## config.mk

```make
export PLATFORM = sky130hd
export DESIGN_NAME = xt_vcyc_tx
export DESIGN_NICKNAME = d
export VERILOG_FILES = /design/src/rtl/xt_pkg.sv /design/src/rtl/xt_classify.sv /design/src/rtl/xt_max_reduce.sv /design/src/rtl/xt_hold_ctrl.sv /design/src/rtl/xt_vcyc_tx.sv
export SDC_FILE = /design/constraint.sdc
export NUM_CORES = 1
export LEC_CHECK = 0
export CORE_MARGIN = 2
export CORE_UTILIZATION = 30
export CTS_CLUSTER_DIAMETER = 100
export DETAILED_ROUTE_END_ITERATION = 10
export GPL_TIMING_DRIVEN = 1
export SLEW_MARGIN = 20
export SYNTH_ARGS = -nofsm -noshare
export SYNTH_HDL_FRONTEND = slang
export SYNTH_SLANG_ARGS = --single-unit
```

## constraint.sdc

```tcl
create_clock -name clk -period 76 [get_ports clk]
set_clock_uncertainty 0.2 [all_clocks]
set_input_delay 22.8 -clock clk [delete_from_list [all_inputs] [get_ports clk]]
set_output_delay 22.8 -clock clk [all_outputs]
set_load 0.02 [all_outputs]
```

## src/rtl/xt_pkg.sv

```systemverilog
// Package: shared widths and the neighbour cost rule for the transmitter.
// Assumes a class never exceeds 4, so three bits are enough.
package xt_pkg;
    localparam int CLS_W   = 3;
    localparam int CLS_MAX = 4;

    typedef logic [CLS_W-1:0] cls_t;

    // Cost a neighbour adds to a switching wire whose direction is self_up.
    function automatic cls_t nb_cost(input logic self_up,
                                     input logic nb_up,
                                     input logic nb_dn);
        if (!nb_up && !nb_dn)  return cls_t'(1);
        if (nb_up == self_up)  return cls_t'(0);
        return cls_t'(2);
    endfunction
endpackage

```

## src/rtl/xt_classify.sv

```systemverilog
// Per-wire crosstalk classifier. It compares the previous and next word
// and gives each wire a delay class from 1 to 4. Edge wires see a missing
// neighbour, which adds nothing. Purely combinational.
module xt_classify
    import xt_pkg::*;
#(
    parameter int WIDTH = 32
) (
    input  logic [WIDTH-1:0]       prev_word,
    input  logic [WIDTH-1:0]       next_word,
    output logic [WIDTH*CLS_W-1:0] cls_flat
);
    logic [WIDTH-1:0] up;
    logic [WIDTH-1:0] dn;

    // Sort each wire into rising, falling or quiet.
    always_comb begin
        up = ~prev_word & next_word;
        dn = prev_word & ~next_word;
    end

    for (genvar i = 0; i < WIDTH; i++) begin : g_wire
        cls_t lo_c, hi_c, sum_c;

        // Add up the two neighbour terms, treating a missing edge neighbour as 0.
        always_comb begin
            if (i == 0) lo_c = '0;
            else        lo_c = nb_cost(up[i], up[(i == 0) ? 0 : i-1], dn[(i == 0) ? 0 : i-1]);
            if (i == WIDTH-1) hi_c = '0;
            else              hi_c = nb_cost(up[i], up[(i == WIDTH-1) ? i : i+1], dn[(i == WIDTH-1) ? i : i+1]);
            sum_c = lo_c + hi_c;
        end

        // A quiet wire is class 1; a switching wire takes the sum floored at 1.
        always_comb begin
            if (!(up[i] || dn[i]))   cls_flat[i*CLS_W +: CLS_W] = cls_t'(1);
            else if (sum_c == '0)    cls_flat[i*CLS_W +: CLS_W] = cls_t'(1);
            else                     cls_flat[i*CLS_W +: CLS_W] = sum_c;
        end
    end
endmodule

```

## src/rtl/xt_max_reduce.sv

```systemverilog
// Maximum over all per-wire classes, which gives the hold length in cycles.
// Assumes every class is already between 1 and 4.
module xt_max_reduce
    import xt_pkg::*;
#(
    parameter int WIDTH = 32
) (
    input  logic [WIDTH*CLS_W-1:0] cls_flat,
    output cls_t                   cls_max
);
    // Linear scan for the largest class.
    always_comb begin
        cls_max = cls_t'(1);
        for (int i = 0; i < WIDTH; i++) begin
            if (cls_flat[i*CLS_W +: CLS_W] > cls_max)
                cls_max = cls_flat[i*CLS_W +: CLS_W];
        end
    end
endmodule

```

## src/rtl/xt_hold_ctrl.sv

```systemverilog
// Hold counter. It loads the hold length when a word is taken and counts
// down to zero. It reports busy while counting and flags the last cycle.
// Assumes accept only arrives while not busy.
module xt_hold_ctrl
    import xt_pkg::*;
(
    input  logic clk,
    input  logic rst_n,
    input  logic accept,
    input  cls_t hold_len,
    output logic busy,
    output logic last
);
    cls_t remain_q;

    // Load on accept, otherwise count down while a hold is running.
    always_ff @(posedge clk) begin
        if (!rst_n)             remain_q <= '0;
        else if (accept)        remain_q <= hold_len;
        else if (remain_q != 0) remain_q <= remain_q - cls_t'(1);
    end

    // Decode the busy and last-cycle flags.
    always_comb begin
        busy = (remain_q != '0);
        last = (remain_q == cls_t'(1));
    end

    a_r4_len_range: assert property (@(posedge clk) disable iff (!rst_n)
        accept |-> (hold_len >= cls_t'(1) && hold_len <= cls_t'(CLS_MAX)));
    a_r8_last_then_free: assert property (@(posedge clk) disable iff (!rst_n)
        last |=> !busy);
    a_r3_single_cycle: assert property (@(posedge clk) disable iff (!rst_n)
        (accept && hold_len == cls_t'(1)) |=> last);
endmodule

```

## src/rtl/xt_vcyc_tx.sv

```systemverilog
// Top level: crosstalk-aware variable-cycle bus transmitter. It takes a word
// when idle, drives it on the bus register, and holds it for the worst wire
// class against the previous bus word. The strobe marks the last cycle.
// Assumes the receiver samples bus_data only when bus_strobe is high.
module xt_vcyc_tx
    import xt_pkg::*;
#(
    parameter int WIDTH = 32
) (
    input  logic             clk,
    input  logic             rst_n,
    input  logic             in_valid,
    output logic             in_ready,
    input  logic [WIDTH-1:0] in_data,
    output logic [WIDTH-1:0] bus_data,
    output logic             bus_strobe
);
    logic [WIDTH*CLS_W-1:0] cls_flat;
    cls_t                   cls_max;
    logic                   busy;
    logic                   accept;

    xt_classify #(.WIDTH(WIDTH)) u_cls (
        .prev_word (bus_data),
        .next_word (in_data),
        .cls_flat  (cls_flat)
    );

    xt_max_reduce #(.WIDTH(WIDTH)) u_max (
        .cls_flat (cls_flat),
        .cls_max  (cls_max)
    );

    xt_hold_ctrl u_hold (
        .clk      (clk),
        .rst_n    (rst_n),
        .accept   (accept),
        .hold_len (cls_max),
        .busy     (busy),
        .last     (bus_strobe)
    );

    // Handshake: take a word only when nothing is held.
    always_comb begin
        in_ready = !busy;
        accept   = in_valid && in_ready;
    end

    // Bus register: starts at zero, loads the word when it is taken.
    always_ff @(posedge clk) begin
        if (!rst_n)      bus_data <= '0;
        else if (accept) bus_data <= in_data;
    end

    a_r2_bus_stable: assert property (@(posedge clk) disable iff (!rst_n)
        !in_ready |=> $stable(bus_data));
    a_r8_strobe_busy: assert property (@(posedge clk) disable iff (!rst_n)
        bus_strobe |-> !in_ready);
    a_r8_strobe_single: assert property (@(posedge clk) disable iff (!rst_n)
        bus_strobe |=> !bus_strobe);

    for (genvar i = 0; i < WIDTH; i++) begin : g_chk
        a_r3_quiet_class: assert property (@(posedge clk) disable iff (!rst_n)
            (in_data[i] == bus_data[i]) |-> (cls_flat[i*CLS_W +: CLS_W] == cls_t'(1)));
        a_r4_max_bound: assert property (@(posedge clk) disable iff (!rst_n)
            cls_flat[i*CLS_W +: CLS_W] <= cls_max);
    end
endmodule

```

## Yosys cells after proc, flatten, opt, wreduce, memory -nomap -nowiden

Index checks and enable logic that the tools add are counted.

| operators by class | value |
|---|---|
| add/subtract/negate cells | 31 |
| magnitude comparators | 32 |
| equal/unequal tests | 63 |
| mux-type cells | 472 |
| bitwise operators | 4 |
| reduce and logical (&&, ||, !) cells | 164 |

Operator list:

| cell | number |
|---|---|
| 3-bit two-way mux | 316 |
| 1-bit two-way mux | 156 |
| 3-bit zero test | 32 |
| 3-bit greater-than comparator | 31 |
| 3-bit adder | 30 |
| 1-bit zero test | 65 |
| 32-bit bitwise AND | 2 |
| 32-bit inverter | 2 |
| 1-bit == test | 62 |
| 1-bit logical AND | 33 |
| 1-bit logical OR | 32 |
| 3-bit by 1-bit == test with 1-bit output (second input constant) | 1 |
| 3-bit by 1-bit greater-than comparator with 1-bit output (second input constant) | 1 |
| 3-bit nonzero test | 1 |
| 3-bit by 1-bit subtractor with 3-bit output (second input constant) | 1 |
| 2-bit nonzero test | 1 |

| word-level totals | value |
|---|---|
| bits in registers | 35 |
| input bits | 35 |
| output and inout bits | 34 |
| logic and storage cells | 768 |

## Depth between registers and ports, before layout

Gate-level depths: netlist (run 1).

| logic depth | value |
|---|---|
| depth after elaboration | 76 |
| depth in mapped cells | 206 |
| mapped depth without buffers | 205 |

## Cells and area by module

From an unflattened synthesis (run 1), not the netlist that was laid out.

| unflattened totals | value |
|---|---|
| cells, all modules | 1136 |
| area total of the unflattened synthesis | 8742.1 µm² |

By module, submodules not included:

| module | instances | cells an instance | area an instance (µm²) | seq. area each (µm²) |
|---|---|---|---|---|
| xt_max_reduce | 1 | 626 | 4418.0 | 0.0 |
| xt_classify | 1 | 346 | 2778.9 | 0.0 |
| xt_vcyc_tx | 1 | 141 | 1317.5 | 640.6 |
| xt_hold_ctrl | 1 | 23 | 227.7 | 60.1 |

## Least setup slack after synthesis (run 1)

OpenSTA, ideal clock, no wires.

| timing | value |
|---|---|
| path type | input port to flip-flop |
| from | in in_data[2] |
| to | reg u_hold.remain_q[0] |
| setup time | 0.086 ns |
| data arrival time | 58.313 ns |
| required time | 75.714 ns |
| slack | 17.401 ns |
| cell stages on the path | 188 |
| buffers on the path | 0 |
| cell sequence | ha_1 -> ha_1 -> fa_1 -> nor2b_1 -> ha_1 -> and2_1 -> a2111oi_0 -> a22oi_1 -> ha_1 -> nand3b_1 -> nand2_1 -> mux2_2 -> inv_1 -> ha_1 -> a21oi_1 -> a32oi_4 -> nand2b_1 -> o221ai_1 -> [... 152 more ...] -> inv_1 -> a21o_1 -> a21oi_1 -> a31oi_1 -> or3_1 -> nor2_1 -> nor2_1 -> ha_1 -> a21o_1 -> a21oi_1 -> a31oi_1 -> a211o_1 -> nor3_1 -> or2_2 -> ha_1 -> a211o_1 -> or2_1 -> a211oi_1 |

| on the way | value |
|---|---|
| longest elaborated chain between the ends | 73 |
| elaborated cells between the ends (all ways) | 107 |
| classes of those cells | add/sub: 3; order compare: 31; eq/ne: 4; mux: 59; bitwise: 3; reduce/logical: 7 |

RTL lines:

| what | line | text |
|---|---|---|
| start: declaration | xt_vcyc_tx.sv:14 | `input logic [WIDTH-1:0] in_data,` |
| 32-bit bitwise AND or 32-bit inverter (tied branches) | xt_classify.sv:18, xt_classify.sv:19 |  |
| 1-bit == test or 32-bit bitwise AND (tied branches) | xt_pkg.sv:14, xt_classify.sv:19 |  |
| 1-bit two-way mux or 1-bit zero test (tied branches) | xt_pkg.sv:14, xt_pkg.sv:13 |  |
| 1-bit two-way mux or 1-bit logical AND (tied branches) | xt_pkg.sv:14, xt_pkg.sv:13 |  |
| 3-bit two-way mux or 1-bit two-way mux (tied branches) | xt_pkg.sv:15, xt_pkg.sv:13 |  |
| 3-bit two-way mux | xt_pkg.sv:14 | `if (nb_up == self_up) return cls_t'(0);` |
| 3-bit adder | xt_classify.sv:31 | `sum_c = lo_c + hi_c;` |
| 3-bit zero test | xt_classify.sv:37 | `else if (sum_c == '0) cls_flat[i*CLS_W +: CLS_W] = cls_t'(1);` |
| [... 57 more ...] | n/a |  |
| 3-bit two-way mux * | xt_max_reduce.sv:15 | `if (cls_flat[i*CLS_W +: CLS_W] > cls_max)` |
| 3-bit greater-than comparator | xt_max_reduce.sv:15 |  |
| 3-bit two-way mux * | xt_max_reduce.sv:15 |  |
| 3-bit greater-than comparator | xt_max_reduce.sv:15 |  |
| 3-bit two-way mux * | xt_max_reduce.sv:15 |  |
| 3-bit greater-than comparator | xt_max_reduce.sv:15 |  |
| 3-bit two-way mux * | xt_max_reduce.sv:15 |  |
| 3-bit two-way mux * | xt_hold_ctrl.sv:19 | `else if (accept) remain_q <= hold_len;` |
| end signal: assignment | xt_hold_ctrl.sv:19 |  |
| end signal: assignment | xt_hold_ctrl.sv:20 | `else if (remain_q != 0) remain_q <= remain_q - cls_t'(1);` |
| end: declaration | xt_hold_ctrl.sv:14 | `cls_t remain_q;` |

Mark *: on every way between the ends. The rest lies on a longest branch, timed or not. The select of a mux whose other input is x is not followed.
A chain may end at the register's enable or synchronous reset.

## Final worst setup path (run 1)

| timing | value |
|---|---|
| from | in in_data[2] |
| to | reg u_hold.remain_q[1] |

Same word-level chain as after synthesis.

==> results.cfg, run 1 <==
[critical_path]
crit_required_ns = 76.02
cp_common_cell = ha_1
rr_worst_depth = 192
max_stage_delay_ns = 0.50
crit_fanout = 8
path_class = in -> reg
rr_startpoint = bus_data[2]
cp-end-kind = flop
r2r_slack_ns = 34.47
arrival_ns = 64.13
r2r-end = u_hold.remain_q[1]
critPathSlowestCell = fa_1
setup.worst_path.start_class = input port

[drt]
firstDrtPassIters = 5
vias = 7496
wl_microns = 19500
antenna_left = 0
dr.first_iter.drc_count = 340
vias_per_cell = 5.08
drc_errors = 0
wl_per_cell_microns = 13.2

[clock_network]
cts_setup_buffers = 0
holdBufCountCts = 0
cts_resized = 0
clkTransAtPathRegs_ns = 0.07
cts_made_buffers = 5
clock-sinks = 35
cts_tree = yes
cts-root-buf = clkbuf_16
worstSkewPairLatency_ns = 0.30
h-tree-depth = 2
clock_path_buffers = 2

[logic_synthesis]
synth_simple_gate_area_share_pct = 26.3
synth_top_family_by_area = adder cells
ys_ff_latch = 35
synth_area_sq_um = 8170
syn-mean-instance-area_sq_um = 7.66
synth_nets = 1287
synthXorXnorAreaFrac_pct = 3.32
synth_compound_area_share_pct = 21.9
ys_warn_count = 0
synth_fa_ha_area_share_pct = 31.3
synthFlopType = dfxtp_1
yosysUniqueCellTypes = 72
yosysSeqAreaShare_pct = 8.58
synth_edf_count = 0
synthMuxAreaShare_pct = 3.98
synthArstFlopShare_pct = 0
synthCells = 1066

[grt]
grt_use_total_pct = 14.0
first_global_vias = 7271
overflow = 0
antenna_found_initial = 0
grt_pass1_wl_microns = 33500
grt_max_degree = 36

[timing]
finalHoldViolCount = 0
slew-limit-headroom_pct = 47.7
final-max-slew-violation-count = 0
rsz0062_at_grt = no
setup_viol = 0
period_needed_ns = 64.11
min_period_over_period_pct = 84.4
tightest_slew_ns = 0.783
fmax_mhz = 15.6
finalSetupTns_ns = 0

[outcome]
status = complete, no violations

[hold_path]
hp-start = bus_data[2]
whs_path_depth = 2
hp-class = reg -> reg
whs_endpoint = bus_data[2]

[floorplanning]
core_sq_um = 26900
dieArea_sq_um = 28600
io_pins = 69
rows = 60
die_height_microns = 169
start_util_pct = 30.4
die_w_microns = 169

[place]
hpwl_microns = 16200
gp_congestion = 0.808
io_buffer_count = 68

[final_layout]
area_delta_synth_final_pct = 15.0
nets = 1354
layout-drive-gt1-share_pct = 5.73
num_antenna_cells = 0

[job]
max_cap_violations = 0
[final cells by class]
class | count | area [sq um]
fillers | 2850 | 17500
inverters | 89 | 334
flip-flops and latches | 35 | 701
clock buffers | 5 | 125
well taps | 341 | 427
clock inverters | 3 | 15.0
repair buffers | 71 | 703
multi-input cells | 931 | 7080
[state kept, by name (all words and copies together), names as in the netlist]
register / cells
bus_data: 32
u_hold.remain_q: 3
[worst max path at each step]
stage,startpoint,to
floorplan,in_data[2],u_hold.remain_q[0]
global placement,in_data[2],u_hold.remain_q[0]
detailed placement,in_data[2],u_hold.remain_q[1]
CTS,in_data[2],u_hold.remain_q[1]
global route,in_data[2],u_hold.remain_q[0]
finish,in_data[2],u_hold.remain_q[1]
[critical path: cells and delay by family]
family | cells | cell delay (ns)
buf+inv | 11 | 1.10
simple gates | 64 | 10.60
compound gates | 76 | 18.05
fa+ha+maj | 34 | 9.10
mux | 7 | 2.42
[per-layer routing]
layer / up-vias / track usage, % / wire length [microns] / share of wire [%]
met4: 0 / 2.86 / 213 / 1.1
li1: 3904 / - / - / -
met1: 3477 / 19.7 / 10200 / 52
met5: - / 0 / 0 / 0
met2: 100 / 22.8 / 8500 / 44
met3: 15 / 1.80 / 589 / 3.0
[per-stage QoR]
step	hold WS (ns)	setup slack, ns	cells	util, %	instance area (sq um)
after floorplan	0.313	17.40	1066	-	8170
after global routing	0.301	8.05	1475	34.9	9390
after global placement	0.268	12.52	1467	34.4	9250
after CTS	0.286	12.13	1475	34.9	9390
after detailed placement	0.275	11.93	1467	34.4	9250
final	0.284	11.89	1475	34.9	9390
[kinds of logic after synthesis]
kind of cell / count (synthesis)
flops: 35
buf+inv: 100
mux: 30
fa+ha+maj: 186
compound gates: 246
simple gates: 438
xor+xnor: 31
[synth_stat cells (7+ instances only)]
master	instances	share of area [%]
a21boi_0	35	3.2
a21o_1	17	1.6
a21oi_1	45	2.8
a31oi_1	11	0.84
and2_1	8	0.61
and3_1	12	0.92
clkbuf_1	9	0.41
dfxtp_1	35	8.6
fa_1	30	7.4
ha_1	156	24
inv_1	89	4.1
mux2_2	16	2.2
mux2i_1	13	1.6
nand2_1	112	5.1
nand2b_1	28	2.1
nand3_1	26	1.6
nand3b_1	11	1.0
nor2_1	115	5.3
nor2b_1	61	4.7
nor3_1	30	1.8
o211ai_1	11	1.0
o21a_1	20	1.8
o21ai_0	28	1.7
o21ba_2	7	0.86
o21bai_1	7	0.64
or2_2	9	0.69
xnor2_1	31	3.3
[cells in the final DEF (no fill, tap or decap), types with 31 or more instances in the layout]
cell / n
ha_1: 156
nor2_1: 115
nand2_1: 112
inv_1: 89
clkdlybuf4s50_1: 68
nor2b_1: 61
a21oi_1: 45
a21boi_0: 35
dfxtp_1: 35
xnor2_1: 31
Power of run 1 is left out: the tool's default activity adds up to more than one toggle a clock period on the data nets, which glitch-free logic cannot reach.
==> run 2: changes to the inputs <==
==> constraint.sdc (replaced) <==
create_clock -name clk -period 66 [get_ports clk]
set_clock_uncertainty 0.2 [all_clocks]
set_input_delay 19.8 -clock clk [delete_from_list [all_inputs] [get_ports clk]]
set_output_delay 19.8 -clock clk [all_outputs]
set_load 0.02 [all_outputs]
==> run 2 against run 1 <==
Effect of this change: global-route usage decreased by 0.15 points; non-clock buffer count did not move; register-to-register slack got worse by 10 ns; critical endpoint is now u_hold.remain_q[0]; worst setup slack worse by 7.1 ns; wire length down 0.81%; die area stayed put; critical path type unchanged.
==> results.cfg, run 2 (synthesized netlist as in run 1, its figures left out) <==
[outcome]
status = complete, no violations

[timing]
period_needed_ns = 61.16
min_period_over_period_pct = 92.7
timing.final.ws_setup_ns = 4.84
finalHoldViolCount = 0
fmax_mhz = 16.4
setup_viol = 0
tightest_slew_ns = 0.703
slew-limit-headroom_pct = 53.1
final-max-slew-violation-count = 0
rsz0062_at_grt = no
finalSetupTns_ns = 0

[final_layout]
layout_common_cells = ha_1 (156), nor2_1 (115), nand2_1 (112)
fin_util_pct = 34.9
largest-register = bus_data
largestRegisters = bus_data (32), u_hold.remain_q (3)
nets = 1354
largest_reg_flops = 32
layout_commonest_cell = ha_1
num_antenna_cells = 0
layout-drive-gt1-share_pct = 5.73
area_delta_synth_final_pct = 15.0

[grt]
grt_max_degree = 36
grt_use_total_pct = 13.8
overflow = 0
first_global_vias = 7217
antenna_found_initial = 0
grt_pass1_wl_microns = 33200

[floorplanning]
start_util_pct = 30.4
core_sq_um = 26900
die_height_microns = 169
io_pins = 69
die_w_microns = 169
dieArea_sq_um = 28600
rows = 60

[job]
max_cap_violations = 0

[critical_path]
cp_common_cell = ha_1
path_class = in -> reg
crit_path_start = in_data[2]
setup.worst_path.start_class = input port
crit_required_ns = 66.02
critPathSlowestCell = fa_1
critical_path_buf_inv_count = 11
arrival_ns = 61.18
crit_fanout = 8
max_stage_delay_ns = 0.50
cp_top_family = compound AO/OA/AOI/OAI gates
rr_startpoint = bus_data[2]
cp-end-kind = flop

[clock_network]
clock_path_buffers = 2
clock-sinks = 35
cts_resized = 0
h-tree-depth = 2
cts-root-buf = clkbuf_16
cts_tree = yes
worstSkewPairLatency_ns = 0.30
holdBufCountCts = 0
cts_setup_buffers = 0
clkTransAtPathRegs_ns = 0.07
cts_made_buffers = 5

[drt]
wl_microns = 19400
dr.first_iter.drc_count = 471
firstDrtPassIters = 5
wl_per_cell_microns = 13.1
drc_errors = 0
vias_per_cell = 5.02
antenna_left = 0
vias = 7404

[hold_path]
hp-class = reg -> reg
hp-start = bus_data[25]

[place]
place_ws_ns = 4.83
io_buffer_count = 68
hpwl_microns = 16400
gp_congestion = 0.817
run 2: final timing paths:
check	cells past startpoint	to	slack [ns]
worst max-delay path	192	u_hold.remain_q[0]	4.84
worst min-delay path	2	bus_data[25]	0.28
worst max register to register	192	u_hold.remain_q[0]	24.41
worst min register to register	2	bus_data[25]	0.28
run 2: layout make-up:
class,instances,area (sq um)
repair buffers,71,703
inverters,89,334
clock buffers,5,125
flip-flops and latches,35,701
fillers,2833,17500
clock inverters,3,15.0
multi-input cells,931,7080
well taps,341,427
run 2: worst reg2reg max path, delay by kind of cell (launching register included):
family	cells	cell delay [ns]
flops	1	0.35
compound gates	75	17.53
fa+ha+maj	34	9.22
simple gates	65	10.98
mux	7	2.42
buf+inv	11	0.75
run 2: routing by layer:
| layer | vias up | part of all wire (%) | track usage [%] |
|---|---|---|---|
| li1 | 3900 | - | - |
| met1 | 3396 | 51 | 19.2 |
| met2 | 95 | 45 | 23.0 |
| met3 | 13 | 3.1 | 2.03 |
| met4 | 0 | 0.85 | 2.34 |
| met5 | - | 0 | 0 |
run 2: per-stage QoR:
| stage | cells | area, sq um | hold WS [ns] |
|---|---|---|---|
| 3_5_place_dp | 1467 | 9250 | 0.276 |
| 6_report | 1475 | 9390 | 0.283 |
| 2_1_floorplan | 1066 | 8170 | 0.313 |
| 5_1_grt | 1475 | 9390 | 0.302 |
| 3_3_place_gp | 1467 | 9250 | 0.270 |
| 4_1_cts | 1475 | 9390 | 0.285 |
Power of run 2 is left out for the same reason.
==> run 3: changes to the inputs <==
--- a/config.mk
+++ b/config.mk
@@ -6,11 +6,12 @@
 export NUM_CORES = 1
 export LEC_CHECK = 0
 export CORE_MARGIN = 2
-export CORE_UTILIZATION = 30
+export CORE_UTILIZATION = 55
 export CTS_CLUSTER_DIAMETER = 100
 export DETAILED_ROUTE_END_ITERATION = 10
+export GPL_ROUTABILITY_DRIVEN = 0
 export GPL_TIMING_DRIVEN = 1
-export SLEW_MARGIN = 20
+export PLACE_DENSITY = 0.76
 export SYNTH_ARGS = -nofsm -noshare
 export SYNTH_HDL_FRONTEND = slang
 export SYNTH_SLANG_ARGS = --single-unit
==> run 3 against run 2 <==
Effect of this change: register-to-register slack worse by 0.09 ns; sequential share of layout area is 0.14 points higher; clock-buffer cell count stayed put; via count is 2.3% higher; utilization is 29 points higher; sequential cell count stayed put; wire length is 2.8% lower; final area is 1.8% lower; final cell count is 11% lower; first-iteration DRC count is 23% lower; critical endpoint is now u_hold.remain_q[1]; largest cell class unchanged.
==> results.cfg, run 3 (synthesized netlist as in run 1, its figures left out) <==
[hold_path]
hp-class = reg -> reg
hp-start = bus_data[23]
whs_path_depth = 2
whs_endpoint = bus_data[23]

[critical_path]
critPathSlowestCell = a31oi_1
max_stage_delay_ns = 0.54
arrival_ns = 61.26
rr_startpoint = bus_data[2]
r2r_slack_ns = 24.32
rr_worst_depth = 192
crit_required_ns = 66.01
cp-end-kind = flop
crit_fanout = 8
path_class = in -> reg
r2r-end = u_hold.remain_q[1]
cp_common_cell = ha_1
setup.worst_path.start_class = input port

[floorplanning]
rows = 44
die_height_microns = 126
dieArea_sq_um = 15800
io_pins = 69
die_w_microns = 126
core_sq_um = 14500
start_util_pct = 56.2

[drt]
drc_errors = 0
vias = 7572
dr.first_iter.drc_count = 361
drt-met1-wl_microns = 8890
antenna_left = 0
wl_per_cell_microns = 14.3
routed.top_layer = met4
wl_microns = 18800
wl_met2_microns = 8890
met3_wirelength_microns = 615
firstDrtPassIters = 5
vias_per_cell = 5.75

[timing]
finalSetupTns_ns = 0
fmax_mhz = 16.3
slew-limit-headroom_pct = 54.6
final-max-slew-violation-count = 0
setup_viol = 0
finalHoldViolCount = 0
tightest_slew_ns = 0.678
min_period_over_period_pct = 92.8
period_needed_ns = 61.24
rsz0062_at_grt = no

[final_layout]
num_antenna_cells = 0
layout_commonest_cell = ha_1
layout-drive-gt1-share_pct = 5.73
area_delta_synth_final_pct = 12.9
nets = 1354
largestRegisters = bus_data (32), u_hold.remain_q (3)
layout_common_cells = ha_1 (156), nor2_1 (115), nand2_1 (112)
largest_reg_flops = 32
fin_util_pct = 63.4
largest-register = bus_data

[clock_network]
cts_resized = 0
h-tree-depth = 2
clkTransAtPathRegs_ns = 0.07
cts-root-buf = clkbuf_16
cts_tree = yes
clock-sinks = 35
cts_setup_buffers = 0
clock_path_buffers = 2
holdBufCountCts = 0
cts_made_buffers = 5
worstSkewPairLatency_ns = 0.31

[outcome]
status = complete, no violations

[grt]
grt_pass1_wl_microns = 32700
overflow = 0
grt_max_degree = 29
grt_use_total_pct = 24.2
antenna_found_initial = 0
first_global_vias = 7351

[job]
max_cap_violations = 0

[place]
hpwl_microns = 15700
io_buffer_count = 68
==> run 3: cell count changes in the layout (fill, tap and decap cells not counted), sizes merged <==
| cell | before | now |
|---|---|---|
| clkinv | 3 | 2 |
| bufinv | 0 | 1 |
==> run 3: final cells by class <==
type,instances,area [sq um]
Timing Repair Buffer,71,703
Multi-Input combinational cell,931,7080
Fill cell,1321,5310
Clock buffer,5,125
Inverter,89,334
Sequential cell,35,701
Clock inverter,3,43.8
Tap cell,184,230
==> run 3: worst max path at each step <==
stage                           from                  to  slack [ns]  cells past startpoint
after floorplan           in_data[2]  u_hold.remain_q[0]       10.40                    188
after global placement    in_data[2]  u_hold.remain_q[0]        5.80                    191
after detailed placement  in_data[2]  u_hold.remain_q[1]        5.13                    192
after CTS                 in_data[2]  u_hold.remain_q[1]        5.29                    192
after global routing      in_data[2]  u_hold.remain_q[1]        1.26                    192
final                     in_data[2]  u_hold.remain_q[1]        4.76                    192
==> run 3: through the flow <==
step           instances  instance area, sq um  setup slack (ns)  hold WS [ns]
3_5_place_dp        1310                  9050              5.13         0.274
4_1_cts             1318                  9220              5.29         0.284
3_3_place_gp        1310                  9050              5.80         0.270
6_report            1318                  9220              4.76         0.280
5_1_grt             1318                  9220              1.26         0.312
2_1_floorplan       1066                  8170             10.40         0.313
==> run 3: routing by layer <==
| layer | vias up | track usage (%) |
|---|---|---|
| met5 | - | 0 |
| met3 | 31 | 2.63 |
| met2 | 138 | 41.0 |
| met4 | 0 | 8.21 |
| li1 | 3903 | - |
| met1 | 3500 | 32.2 |
==> run 3: worst max-delay path, delay by kind of cell <==
kind	cells	cell delay [ns]
AOI/OAI and AO/OA	76	17.86
adders and majority gates	34	9.10
buffers and inverters	10	1.06
muxes	7	2.40
and+or+nand+nor	65	10.89
Power of run 3 is left out for the same reason.
